[src/rtl/spi_eng_pkg.sv]
package spi_eng_pkg;
  localparam int ADDR_W = 12;
  localparam logic [ADDR_W-1:0] OFS_CTRL = 12'h500;
  localparam logic [ADDR_W-1:0] OFS_TXN  = 12'h504;
  localparam logic [ADDR_W-1:0] OFS_RXN  = 12'h508;
  localparam logic [ADDR_W-1:0] OFS_MISC = 12'h538;
  localparam logic [ADDR_W-1:0] OFS_STAT = 12'h550;
  localparam logic [ADDR_W-1:0] OFS_BUF  = 12'h800;

  localparam int CTRL_BUSY  = 0;
  localparam int CTRL_RDY   = 1;
  localparam int CTRL_GO    = 2;
  localparam int CTRL_EN    = 3;
  localparam int MISC_SRST  = 28;
  localparam int MISC_FLAT  = 25;
  localparam int MISC_CLAT  = 8;

  typedef enum logic [3:0] {
    ST_IDLE   = 4'd0,
    ST_SHIFT  = 4'd2,
    ST_FINISH = 4'd3
  } eng_state_e;
endpackage

[src/rtl/spi_eng_buf.sv]
module spi_eng_buf #(
  parameter int BUF_BYTES = 128,
  localparam int IDX_W  = $clog2(BUF_BYTES),
  localparam int WORDS  = BUF_BYTES / 4,
  localparam int WIDX_W = $clog2(WORDS)
) (
  input  logic              clk,
  input  logic              host_we,
  input  logic [WIDX_W-1:0] host_widx,
  input  logic [31:0]       host_wdata,
  input  logic [WIDX_W-1:0] host_ridx,
  output logic [31:0]       host_rdata,
  input  logic              eng_we,
  input  logic [IDX_W-1:0]  eng_idx,
  input  logic [7:0]        eng_wbyte,
  output logic [7:0]        eng_rbyte
);
  logic [31:0] mem [WORDS];
  logic [31:0] eng_word;

  // storage array: no reset, engine byte write wins over a host word write
  always_ff @(posedge clk) begin
    for (int w = 0; w < WORDS; w++) begin
      if (eng_we && (eng_idx[IDX_W-1:2] == WIDX_W'(w)))
        mem[w][8*eng_idx[1:0] +: 8] <= eng_wbyte;
      else if (host_we && (host_widx == WIDX_W'(w)))
        mem[w] <= host_wdata;
    end
  end

  always_comb begin
    host_rdata = mem[host_ridx];
    eng_word   = mem[eng_idx[IDX_W-1:2]];
    eng_rbyte  = eng_word[8*eng_idx[1:0] +: 8];
  end
endmodule

[src/rtl/spi_eng_regs.sv]
module spi_eng_regs
  import spi_eng_pkg::*;
#(
  parameter int BUF_BYTES = 128,
  parameter int GAP_W = 5,
  localparam int IDX_W  = $clog2(BUF_BYTES),
  localparam int CNT_W  = IDX_W + 1,
  localparam int WIDX_W = IDX_W - 2
) (
  input  logic              clk,
  input  logic              rst_n,
  input  logic              reg_en,
  input  logic              reg_we,
  input  logic [ADDR_W-1:0] reg_addr,
  input  logic [31:0]       reg_wdata,
  output logic [31:0]       reg_rdata,
  output logic [CNT_W-1:0]  tx_cnt,
  output logic [CNT_W-1:0]  rx_cnt,
  output logic [GAP_W-1:0]  gap_len,
  output logic              start_req,
  output logic              rdy_clr,
  output logic              soft_rst,
  input  logic              busy,
  input  logic              ready,
  input  eng_state_e        state,
  output logic              host_we,
  output logic [WIDX_W-1:0] host_widx,
  output logic [WIDX_W-1:0] host_ridx,
  input  logic [31:0]       host_rdata
);
  logic             en_q, en_n;
  logic [CNT_W-1:0] tx_q, tx_n, rx_q, rx_n;
  logic [1:0]       flat_q, flat_n, clat_q, clat_n;
  logic [GAP_W-1:0] gap_q, gap_n;
  logic             wr, wr_ctl, wr_misc, buf_hit;
  logic [ADDR_W-1:0] buf_off;

  always_comb begin
    wr      = reg_en & reg_we;
    wr_ctl  = wr && (reg_addr == OFS_CTRL);
    wr_misc = wr && (reg_addr == OFS_MISC);
    buf_off = reg_addr - OFS_BUF;
    buf_hit = (reg_addr >= OFS_BUF) && (buf_off < ADDR_W'(BUF_BYTES));
    host_we   = wr && buf_hit;
    host_widx = buf_off[IDX_W-1:2];
    host_ridx = buf_off[IDX_W-1:2];
    start_req = wr_ctl & reg_wdata[CTRL_EN] & reg_wdata[CTRL_GO];
    rdy_clr   = wr_ctl & ~reg_wdata[CTRL_EN];
    soft_rst  = wr_misc & reg_wdata[MISC_SRST];
  end

  // next-state for the software-visible fields
  always_comb begin
    en_n = en_q; tx_n = tx_q; rx_n = rx_q;
    flat_n = flat_q; clat_n = clat_q; gap_n = gap_q;
    if (wr_ctl) en_n = reg_wdata[CTRL_EN];
    if (wr && reg_addr == OFS_TXN) tx_n = reg_wdata[CNT_W-1:0];
    if (wr && reg_addr == OFS_RXN) rx_n = reg_wdata[CNT_W-1:0];
    if (wr_misc) begin
      flat_n = reg_wdata[MISC_FLAT +: 2];
      clat_n = reg_wdata[MISC_CLAT +: 2];
      gap_n  = reg_wdata[GAP_W-1:0];
    end
  end

  always_ff @(posedge clk or negedge rst_n) begin
    if (!rst_n) begin
      en_q <= 1'b0; tx_q <= '0; rx_q <= '0;
      flat_q <= '0; clat_q <= '0; gap_q <= '0;
    end else begin
      en_q <= en_n; tx_q <= tx_n; rx_q <= rx_n;
      flat_q <= flat_n; clat_q <= clat_n; gap_q <= gap_n;
    end
  end

  assign tx_cnt  = tx_q;
  assign rx_cnt  = rx_q;
  assign gap_len = gap_q;

  always_comb begin
    reg_rdata = '0;
    if (reg_addr == OFS_CTRL) begin
      reg_rdata[CTRL_BUSY] = busy;
      reg_rdata[CTRL_RDY]  = ready;
      reg_rdata[CTRL_EN]   = en_q;
    end else if (reg_addr == OFS_TXN) begin
      reg_rdata[CNT_W-1:0] = tx_q;
    end else if (reg_addr == OFS_RXN) begin
      reg_rdata[CNT_W-1:0] = rx_q;
    end else if (reg_addr == OFS_MISC) begin
      reg_rdata[MISC_FLAT +: 2] = flat_q;
      reg_rdata[MISC_CLAT +: 2] = clat_q;
      reg_rdata[GAP_W-1:0]      = gap_q;
    end else if (reg_addr == OFS_STAT) begin
      reg_rdata[3:0] = state;
    end else if (buf_hit) begin
      reg_rdata = host_rdata;
    end
  end

  // the control word never shows the start bit or the lane bit
  a_r11_ctrl_reserved: assert property (@(posedge clk) disable iff (!rst_n)
    (reg_addr == OFS_CTRL) |-> (reg_rdata[4] == 1'b0 && reg_rdata[CTRL_GO] == 1'b0));
endmodule

[src/rtl/spi_eng_seq.sv]
module spi_eng_seq
  import spi_eng_pkg::*;
#(
  parameter int BUF_BYTES = 128,
  parameter int GAP_W = 5,
  localparam int IDX_W = $clog2(BUF_BYTES),
  localparam int CNT_W = IDX_W + 1,
  localparam int SUM_W = CNT_W + 1
) (
  input  logic             clk,
  input  logic             rst_n,
  input  logic             start_req,
  input  logic             rdy_clr,
  input  logic             soft_rst,
  input  logic [CNT_W-1:0] tx_cnt,
  input  logic [CNT_W-1:0] rx_cnt,
  input  logic [GAP_W-1:0] gap_len,
  input  logic [7:0]       rbyte,
  input  logic             miso,
  output eng_state_e       state,
  output logic             busy,
  output logic             ready,
  output logic [IDX_W-1:0] eng_idx,
  output logic             eng_we,
  output logic [7:0]       eng_wbyte,
  output logic             sck,
  output logic             cs_n,
  output logic             mosi
);
  eng_state_e       st_q, st_n;
  logic             half_q, half_n, rdy_q, rdy_n;
  logic [2:0]       bit_q, bit_n;
  logic [CNT_W-1:0] idx_q, idx_n, tot_q, tot_n, txe_q, txe_n;
  logic [7:0]       sh_q, sh_n;
  logic [GAP_W-1:0] gap_q, gap_n;
  logic [SUM_W-1:0] sum_c;
  logic [CNT_W-1:0] tot_c, txe_c;
  logic             accept, shifting, byte_end;

  always_comb begin
    sum_c = {1'b0, tx_cnt} + {1'b0, rx_cnt};
    tot_c = (sum_c > SUM_W'(BUF_BYTES)) ? CNT_W'(BUF_BYTES) : sum_c[CNT_W-1:0];
    txe_c = (tx_cnt > CNT_W'(BUF_BYTES)) ? CNT_W'(BUF_BYTES) : tx_cnt;
    accept   = start_req && (st_q == ST_IDLE) && (gap_q == '0);
    shifting = (st_q == ST_SHIFT);
    byte_end = shifting && half_q && (bit_q == 3'd7);
  end

  always_comb begin
    st_n = st_q; half_n = half_q; bit_n = bit_q; idx_n = idx_q;
    tot_n = tot_q; txe_n = txe_q; sh_n = sh_q; rdy_n = rdy_q; gap_n = gap_q;
    if (soft_rst) begin
      st_n = ST_IDLE; rdy_n = 1'b0; gap_n = '0;
    end else begin
      unique case (st_q)
        ST_IDLE: begin
          if (gap_q != '0) gap_n = gap_q - 1'b1;
          if (accept) begin
            tot_n = tot_c; txe_n = txe_c; idx_n = '0;
            half_n = 1'b0; bit_n = 3'd0; rdy_n = 1'b0;
            if (tot_c == '0) begin
              st_n = ST_FINISH; rdy_n = 1'b1;
            end else begin
              st_n = ST_SHIFT;
            end
          end else if (rdy_clr) begin
            rdy_n = 1'b0;
          end
        end
        ST_SHIFT: begin
          half_n = ~half_q;
          if (half_q) begin
            sh_n  = {sh_q[6:0], miso};
            bit_n = bit_q + 3'd1;
            if (bit_q == 3'd7) begin
              idx_n = idx_q + 1'b1;
              if (idx_q == tot_q - 1'b1) begin
                st_n = ST_FINISH; rdy_n = 1'b1;
              end
            end
          end
        end
        ST_FINISH: begin
          st_n  = ST_IDLE;
          gap_n = gap_len;
        end
        default: st_n = ST_IDLE;
      endcase
    end
  end

  always_ff @(posedge clk or negedge rst_n) begin
    if (!rst_n) begin
      st_q <= ST_IDLE; half_q <= 1'b0; bit_q <= '0; idx_q <= '0;
      tot_q <= '0; txe_q <= '0; sh_q <= '0; rdy_q <= 1'b0; gap_q <= '0;
    end else begin
      st_q <= st_n; half_q <= half_n; bit_q <= bit_n; idx_q <= idx_n;
      tot_q <= tot_n; txe_q <= txe_n; sh_q <= sh_n; rdy_q <= rdy_n; gap_q <= gap_n;
    end
  end

  always_comb begin
    state     = st_q;
    busy      = (st_q != ST_IDLE);
    ready     = rdy_q;
    eng_idx   = idx_q[IDX_W-1:0];
    eng_we    = byte_end && (idx_q >= txe_q);
    eng_wbyte = {sh_q[6:0], miso};
    sck       = shifting && half_q;
    cs_n      = !shifting;
    mosi      = shifting && (idx_q < txe_q) && rbyte[3'd7 - bit_q];
  end

  // the serial clock only pulses inside the chip-select window
  a_r3_sck_in_window: assert property (@(posedge clk) disable iff (!rst_n)
    sck |-> !cs_n);
  // data-out is quiet when chip-select is high
  a_r4_mosi_quiet: assert property (@(posedge clk) disable iff (!rst_n)
    cs_n |-> !mosi);
  // ready appears while the engine is still running
  a_r6_ready_first: assert property (@(posedge clk) disable iff (!rst_n)
    $rose(rdy_q) |-> busy);
  // running only drops with ready already up, unless soft reset forced it
  a_r6_busy_after_ready: assert property (@(posedge clk) disable iff (!rst_n)
    $fell(busy) |-> (rdy_q || $past(soft_rst)));
  // a transfer only starts once the quiet gap has run out
  a_r8_gap_respected: assert property (@(posedge clk) disable iff (!rst_n)
    $rose(busy) |-> ($past(gap_q) == '0));
  // soft reset lands the engine in idle with ready clear
  a_r10_soft_reset_idle: assert property (@(posedge clk) disable iff (!rst_n)
    soft_rst |=> (st_q == ST_IDLE && !rdy_q));
endmodule

[src/rtl/spi_cmd_engine.sv]
module spi_cmd_engine
  import spi_eng_pkg::*;
#(
  parameter int BUF_BYTES = 128,
  parameter int GAP_W = 5
) (
  input  logic              clk,
  input  logic              rst_n,
  input  logic              reg_en,
  input  logic              reg_we,
  input  logic [ADDR_W-1:0] reg_addr,
  input  logic [31:0]       reg_wdata,
  output logic [31:0]       reg_rdata,
  output logic              spi_sck,
  output logic              spi_cs_n,
  output logic              spi_mosi,
  input  logic              spi_miso
);
  localparam int IDX_W  = $clog2(BUF_BYTES);
  localparam int CNT_W  = IDX_W + 1;
  localparam int WIDX_W = IDX_W - 2;

  logic [1:0] rst_sync_q;
  logic       rst_int_n;

  // asynchronous assert, synchronous release
  always_ff @(posedge clk or negedge rst_n) begin
    if (!rst_n) rst_sync_q <= 2'b00;
    else        rst_sync_q <= {rst_sync_q[0], 1'b1};
  end
  assign rst_int_n = rst_sync_q[1];

  logic [CNT_W-1:0]  tx_cnt, rx_cnt;
  logic [GAP_W-1:0]  gap_len;
  logic              start_req, rdy_clr, soft_rst, busy, ready;
  eng_state_e        state;
  logic              host_we, eng_we;
  logic [WIDX_W-1:0] host_widx, host_ridx;
  logic [31:0]       host_rdata;
  logic [IDX_W-1:0]  eng_idx;
  logic [7:0]        eng_wbyte, eng_rbyte;

  spi_eng_regs #(.BUF_BYTES(BUF_BYTES), .GAP_W(GAP_W)) u_regs (
    .clk(clk), .rst_n(rst_int_n),
    .reg_en(reg_en), .reg_we(reg_we), .reg_addr(reg_addr),
    .reg_wdata(reg_wdata), .reg_rdata(reg_rdata),
    .tx_cnt(tx_cnt), .rx_cnt(rx_cnt), .gap_len(gap_len),
    .start_req(start_req), .rdy_clr(rdy_clr), .soft_rst(soft_rst),
    .busy(busy), .ready(ready), .state(state),
    .host_we(host_we), .host_widx(host_widx), .host_ridx(host_ridx),
    .host_rdata(host_rdata)
  );

  spi_eng_buf #(.BUF_BYTES(BUF_BYTES)) u_buf (
    .clk(clk),
    .host_we(host_we), .host_widx(host_widx), .host_wdata(reg_wdata),
    .host_ridx(host_ridx), .host_rdata(host_rdata),
    .eng_we(eng_we), .eng_idx(eng_idx), .eng_wbyte(eng_wbyte),
    .eng_rbyte(eng_rbyte)
  );

  spi_eng_seq #(.BUF_BYTES(BUF_BYTES), .GAP_W(GAP_W)) u_seq (
    .clk(clk), .rst_n(rst_int_n),
    .start_req(start_req), .rdy_clr(rdy_clr), .soft_rst(soft_rst),
    .tx_cnt(tx_cnt), .rx_cnt(rx_cnt), .gap_len(gap_len),
    .rbyte(eng_rbyte), .miso(spi_miso),
    .state(state), .busy(busy), .ready(ready),
    .eng_idx(eng_idx), .eng_we(eng_we), .eng_wbyte(eng_wbyte),
    .sck(spi_sck), .cs_n(spi_cs_n), .mosi(spi_mosi)
  );
endmodule

[config.mk]
export PLATFORM = sky130hd
export DESIGN_NAME = spi_cmd_engine
export DESIGN_NICKNAME = d
export VERILOG_FILES = /design/src/rtl/spi_eng_pkg.sv /design/src/rtl/spi_eng_buf.sv /design/src/rtl/spi_eng_regs.sv /design/src/rtl/spi_eng_seq.sv /design/src/rtl/spi_cmd_engine.sv
export SDC_FILE = /design/constraint.sdc
export NUM_CORES = 2
export LEC_CHECK = 0
export BUFFER_PORTS_ARGS = -buffer_cell sky130_fd_sc_hd__buf_2
export CAP_MARGIN = 20
export CORE_MARGIN = 10
export CORE_UTILIZATION = 45
export CTS_CLUSTER_DIAMETER = 30
export DETAILED_ROUTE_END_ITERATION = 6
export GPL_TIMING_DRIVEN = 0
export HOLD_SLACK_MARGIN = 0.06
export PLACE_DENSITY = 0.69
export SYNTH_ARGS = -nofsm -noshare
export SYNTH_HDL_FRONTEND = slang
export SYNTH_SLANG_ARGS = --single-unit
export TNS_END_PERCENT = 1
[constraint.sdc]
create_clock -name clk -period 5.75 [get_ports clk]
set_input_delay 0.575 -clock clk [delete_from_list [all_inputs] [get_ports clk]]
set_output_delay 0.575 -clock clk [all_outputs]
set_load 0.01 [all_outputs]
Yosys cells after proc, flatten, opt, wreduce, memory -nomap -nowiden
Memory sizes are Yosys's and may differ from the RTL's.
Cells that the tools add are included.
{"block": "totals", "inputBits": 49, "out_inout_bits": 35, "mem_bits_ro": 0, "latch_bits": 0, "ram_bits": 1024, "memories": 1, "regBits": 73}
{"name": "u_buf.mem", "depth": 32, "word_bits": 32, "rd": 2, "rd_ports_with_merged_regs": 0, "write_ports": 32, "line_no": "spi_eng_buf.sv:18", "rtl": "logic [31:0] mem [WORDS];"}
{"block": "classes", "n_mux": 1232, "n_div": 0, "magnitude_cmp": 7, "n_mul": 0, "reduce_logical": 96, "n_addsub": 8, "shift": 3, "bitwise": 1032, "n_eq_ne": 80}
{"operator": "$mux W1", "n": 1164}
{"operator": "$mux W32", "n": 33}
{"operator": "$or A1 B1 Y1", "n": 1024}
{"operator": "$eq A5 B5 Y1 const B", "n": 32}
{"operator": "$eq A5 B4 Y1 const B", "n": 16}
{"operator": "$logic_and A1 B1 Y1", "n": 77}
{"operator": "$eq A12 B11 Y1 const B", "n": 5}
{"operator": "$mux W28", "n": 2}
{"operator": "$mux W8", "n": 7}
{"operator": "$mux W24", "n": 2}
{"operator": "$eq A5 B3 Y1 const B", "n": 8}
{"operator": "$neg A5 Y34", "n": 1}
{"operator": "$shift A8 B34 Y32 const A", "n": 1}
{"operator": "$shiftx A8 B34 Y32", "n": 1}
{"operator": "$shiftx A32 B6 Y8", "n": 1}
{"operator": "$mux W4", "n": 6}
{"operator": "$eq A5 B2 Y1 const B", "n": 4}
{"operator": "$mux W5", "n": 4}
{"operator": "$pmux W8 S2", "n": 1}
{"operator": "$logic_not A5 Y1", "n": 3}
{"operator": "$mux W15", "n": 1}
{"operator": "$ge A12 B12 Y1 const B", "n": 1}
{"operator": "$lt A12 B8 Y1 const B", "n": 1}
{"operator": "$sub A12 B12 Y12 const B", "n": 1}
{"operator": "40 further kinds", "n": 62}

Depth between registers and ports, before layout
{"block": "depth", "depth_word": 9, "depth_mapped": 14, "mapped_depth_nobuf": 11}

Modules after synthesis
Synthesis repeated with hierarchy kept, for this count alone.
{"block": "unflattened", "hier_cells": 5460, "area_unflattened_um2": 65089.9}
{"module": "spi_eng_buf", "area_per_inst_um2": 60264.0, "cells_per_inst": 4970, "n_inst": 1}
{"module": "spi_eng_seq", "area_per_inst_um2": 2921.6, "cells_per_inst": 302, "n_inst": 1}
{"module": "spi_eng_regs", "area_per_inst_um2": 1850.5, "cells_per_inst": 185, "n_inst": 1}
{"module": "spi_cmd_engine", "area_per_inst_um2": 53.8, "cells_per_inst": 3, "n_inst": 1}

Worst setup path after synthesis
Ideal clock, no wire load.
{"block": "synth_path", "path_kind": "input port to output port", "startpoint": "in reg_addr[2]", "endpoint": "out reg_rdata[25]", "t_arrival_ns": 2.796, "required_ns": 5.175, "slack_ns": 2.379, "cell_stages": 7, "cell_sequence": "buf_2 -> buf_2 -> buf_1 -> mux4_2 -> mux4_2 -> mux2i_1 -> o21ai_0"}
{"block": "synth_between", "elab_chain_len": 9, "word_cells_on_any_way": 16, "cone_classes": "1 x add/sub; 2 x order compare; 5 x eq/ne; 6 x mux; 1 x reduce/logical; 1 x memory"}
{"element": "start: declaration", "line_no": "spi_cmd_engine.sv:11", "rtl": "input logic [ADDR_W-1:0] reg_addr,"}
{"element": "$sub A12 B12 Y12", "line_no": "spi_eng_regs.sv:42", "rtl": "buf_off = reg_addr - OFS_BUF;"}
{"element": "$lt A12 B8 Y1", "line_no": "spi_eng_regs.sv:43", "rtl": "buf_hit = (reg_addr >= OFS_BUF) && (buf_off < ADDR_W'(BUF_BYTES));"}
{"element": "$logic_and A1 B1 Y1", "line_no": "spi_eng_regs.sv:43"}
{"element": "$mux W32", "line_no": "spi_eng_regs.sv:96", "rtl": "end else if (buf_hit) begin"}
{"element": "$mux W28", "line_no": "spi_eng_regs.sv:94", "rtl": "end else if (reg_addr == OFS_STAT) begin"}
{"element": "$mux W2", "line_no": "spi_eng_regs.sv:90", "rtl": "end else if (reg_addr == OFS_MISC) begin"}
{"element": "$mux W24", "line_no": "spi_eng_regs.sv:88", "rtl": "end else if (reg_addr == OFS_RXN) begin"}
{"element": "$mux W24", "line_no": "spi_eng_regs.sv:86", "rtl": "end else if (reg_addr == OFS_TXN) begin"}
{"element": "$mux W28 (*)", "line_no": "spi_eng_regs.sv:82", "rtl": "if (reg_addr == OFS_CTRL) begin"}
{"element": "end: declaration", "line_no": "spi_cmd_engine.sv:13", "rtl": "output logic [31:0] reg_rdata,"}
Every way passes the cells marked *; elsewhere a longest branch is shown, timed or not.

Worst setup path after layout
{"block": "layout_path", "startpoint": "reg u_seq.idx_q[4]", "endpoint": "out spi_mosi"}
{"block": "layout_between", "elab_chain_len": 5, "word_cells_on_any_way": 7, "cone_classes": "1 x order compare; 1 x shift; 2 x mux; 2 x reduce/logical; 1 x memory"}
{"element": "start: declaration", "line_no": "spi_eng_seq.sv:33", "rtl": "logic [CNT_W-1:0] idx_q, idx_n, tot_q, tot_n, txe_q, txe_n;"}
{"element": "start signal: assignment", "line_no": "spi_eng_seq.sv:97", "rtl": "st_q <= st_n; half_q <= half_n; bit_q <= bit_n; idx_q <= idx_n;"}
{"element": "$mem_v2 Z32 W32"}
{"element": "$shiftx A32 B6 Y8", "line_no": "spi_eng_buf.sv:34", "rtl": "eng_rbyte = eng_word[8*eng_idx[1:0] +: 8];"}
{"element": "$bmux W1 S3", "line_no": "spi_eng_seq.sv:111", "rtl": "mosi = shifting && (idx_q < txe_q) && rbyte[3'd7 - bit_q];"}
{"element": "$mux W1 (not written as such)", "line_no": "spi_eng_seq.sv:111"}
{"element": "$logic_and A1 B1 Y1 (*)", "line_no": "spi_eng_seq.sv:111"}
{"element": "end: declaration", "line_no": "spi_cmd_engine.sv:16", "rtl": "output logic spi_mosi,"}
Every way passes the cells marked *; elsewhere a longest branch is shown, timed or not. The select of a mux whose other input is x is not followed.

==> summary.md <==
| Metric | Value |
|---|---|
| Outcome | complete, but fails checks |
| Violated checks | DRC, setup timing |
| Clock transition at the registers of the reported paths | 0.05 ns |
| Post-route ant nets | 0 |
| DRC viols | 92 |
| Initial Utilization | 0.454 |
| Finished Cell Area | 0.0807 mm^2 |
| Vias in the first global route | 50.4k |
| Mux share of post-synthesis cell area | 0.377 |
| Post-route minimum period | 6.22 ns |
| Top FF cell, synth | edfxtp_1 |
| Post-synthesis cell type count | 76 |
| Routed vias/inst | 7.81 |
| WS Path Type | reg2out |
| Reg-to-reg critical path startpoint | u_seq.idx_q[0] |
| WL final | 359,000 um |
| DIE AREA | 0.163 mm^2 |
| Worst-path fanout max | 12 |
| CTS tree | done |
| Compound-Gate Fraction of Synth Area | 0.0471 |
| CTS HTree Levels | 5 |
| Worst-case clock buffer depth | 4 |
| GPL Wtd Cong | 1.09 |
| Yosys warns | 0 |
| Sequential-to-total area share from yosys stat | 0.491 |
| Max Slew Vio Count | 0 |
| Post-synth top area share | 0.464 |
| Post-Synth Adder-Cell Area | 0.00540 |
| Register bit count reported by yosys | 1,095 |
| Hold path startpoint | reg_wdata[14] |
| Syn Nets | 4,477 |
| Worst IR Drop VDD | 0.303 mV |
| Die Height | 404 um |
| Max Cap Viol | 0 |
| Overflow after GRT | 0 |
| Fillers | 11.7k |
| Synth Area per Inst | 15.1 um^2 |
| Asr flop ratio synth | 0.0648 |
| Initial antenna violation count | 40 |
| Largest family of logic cells by synthesized area | multiplexers |
| Most frequent cells after synthesis | mux2_2, edfxtp_1, mux4_2 |
| Post-Place Setup Slack | -0.494 ns |
| Top Ports | 84 |
| Global-route wire length before repair | 462,000 um |
| Slew headroom | 0.117 |
| Pwr dens | 431 mW/mm^2 |
| Row cnt | 140 |
| Hold Path Class | in2reg |
| Setup Skew | 0.0868 ns |
| Fmax | 161 MHz |
| Gate Count Post-Synth | 4,400 |
| Final worst slack | -0.467 ns |
| Area Growth Syn to Fin | 21.8% |
| P_leak | 0.0294 uW |
| Critical path endpoint category | primary output |
| Nets | 4,936 |
| Vias | 55.1k |
| Crit start category | flip-flop |
| Num CTS Buffers | 297 |
| Hold Violations, Final | 0 |
| # clock sinks | 1,095 |
| Wire length per cell | 50.9 um |
| Post-DP HPWL | 242,000 um |
| # setup viols final | 142 |
| Most frequent cell after synthesis | mux2_2 |
| IO buf count | 80 |
| Largest net degree at the start of global routing | 56 |
| CORE AREA | 0.146 mm^2 |
| Die Width | 404 um |
| Simple-gate share of the synthesized area | 0.0388 |
| Unrepaired setup endpoints after global routing | yes |
| Largest area contributor in the netlist | edfxtp_1 |
| Post-synth EDFFs | 1,024 |
| Slew @ Worst Pin | 1.32 ns |
| First drt pass iteration count | 7 |
| Ranking of synthesized cells by area | edfxtp_1, mux2_2, mux4_2 |
| Clk Tree Root Cell | clkbuf_16 |
| CP required | 5.18 ns |
| Gr usage total | 0.427 |
| Setup crit start | u_seq.idx_q[4] |
| First DRT Iteration DRCs | 11.4k |
| Period utilisation layout | 1.08 |
| Critical Path AT | 5.64 ns |
| Mapped cell area | 0.0662 mm^2 |
| Skew-Pair Late Insertion Delay | 0.96 ns |
| Layout cells sized above 1 | 0.492 |
| Placed Instance Area | 0.0702 mm^2 |
| Post-Synth XOR/XNOR Area | 0.00225 |
[what timing repair did]
item | 4_1_cts | 5_1_grt
buffers inserted | 1 | 0
endpoints found under the setup margin | 4 | 42
hold buffers | 11 | 0
gates resized for setup | 82 | 29
endpoints found under the hold margin | 21 | 0
pin swaps | 1 | 2
[state kept, by name, indices dropped and copies added, names as in the netlist, 3 cells and up]
register        count
u_buf.mem        1024
u_regs.gap_len      5
u_seq.idx_q         8
u_regs.tx_cnt       8
u_regs.rx_cnt       8
u_seq.sh_q          7
u_seq.txe_q         8
u_seq.tot_q         8
u_seq.bit_q         3
u_seq.gap_q         5
[area by class of cell]
class / count / area [um^2] / area share
multi-input cells: 2717 / 31300 / 0.388
repair buffers: 162 / 1690 / 0.0210
flip-flops and latches: 1095 / 32500 / 0.403
plain buffers: 556 / 2700 / 0.0335
inverters: 30 / 113 / 0.00140
clock buffers: 358 / 7980 / 0.0989
diodes: 52 / 130 / 0.00161
clock inverters: 162 / 1820 / 0.0225
well taps: 1917 / 2400 / 0.0297
[report_power, final]
group	switching (uW)	internal, uW
clock	5190	11400
combinational	5150	3300
sequential	248	9470
[metal layers]
metal / wire length [um] / vias to the layer above / track usage
li1: - / 18817 / -
met2: 139000 / 6596 / 0.563
met5: 911 / - / 0.0327
met3: 68300 / 2029 / 0.277
met4: 36100 / 35 / 0.321
met1: 114000 / 27587 / 0.485
[critical path, stage by stage (launching register included)]
cell and delay [ns]:
dfrtp_1 0.36, clkbuf_1 0.33, nor2b_1 0.18, clkbuf_1 0.63, clkbuf_4 0.63, clkbuf_4 0.63
a22oi_1 0.17, nand3_1 0.27, nand4_1 0.31, nor3_1 0.25, nor3_1 0.11, o221ai_2 0.54
buf_2 0.24
[cells in the final DEF (no fill, tap or decap), types with 17 or more instances in the layout]
cell,n
nand3_1,92
o221ai_1,18
nand2b_1,19
a21oi_1,44
ha_1,27
bufinv_16,37
diode_2,52
nor2_1,77
a211oi_1,23
o22ai_1,39
buf_6,25
clkbuf_1,327
clkinvlp_4,20
dfrtp_1,70
buf_2,213
clkbuf_2,32
edfxtp_1,1024
buf_4,45
inv_1,29
nand2_1,201
mux2_2,1038
mux4_2,518
mux2i_1,153
buf_8,51
clkinv_2,47
clkinv_1,43
buf_1,30
and2_1,42
a31o_2,64
clkbuf_16,308
a2111oi_0,17
o21ai_0,70
a22oi_1,47
[metrics by stage]
stage / instances / power [uW] / hold WS [ns] / setup TNS, ns / util
3_3_place_gp: 6397 / 17200 / 0.337 / -47.30 / 0.473
2_1_floorplan: 4400 / 14400 / 0.279 / 0 / -
4_1_cts: 6987 / 33800 / 0.0750 / 0 / 0.550
3_5_place_dp: 6457 / 17500 / 0.224 / -0.494 / 0.481
6_report: 7049 / 34800 / 0.0671 / -9.29 / 0.553
5_1_grt: 7005 / 34900 / 0.0933 / -0.292 / 0.552
[kinds of logic (layout without fill, tap and decap cells)]
kind of cell	after synthesis	in the layout
compound gates	423	423
xor+xnor	17	17
fa+ha+maj	28	28
buf+inv	588	1268
flops	1095	1095
mux	1718	1718
other cells	1	53
simple gates	530	530
[path summary, 6_finish.rpt]
path                                     endpoint  slack (ns)  cells after the start
worst max-delay path                     spi_mosi       -0.47                     12
worst min-delay path            u_buf.mem[15][14]        0.07                      2
worst max register to register  u_buf.mem[13][25]       -0.15                     13
worst min register to register   u_regs.tx_cnt[1]        0.21                      0
max in group asynchronous           u_seq.sh_q[0]        4.91                      1
min in group asynchronous        u_regs.tx_cnt[1]        0.21                      0
Note: power is estimated with default switching activity, not from simulation.
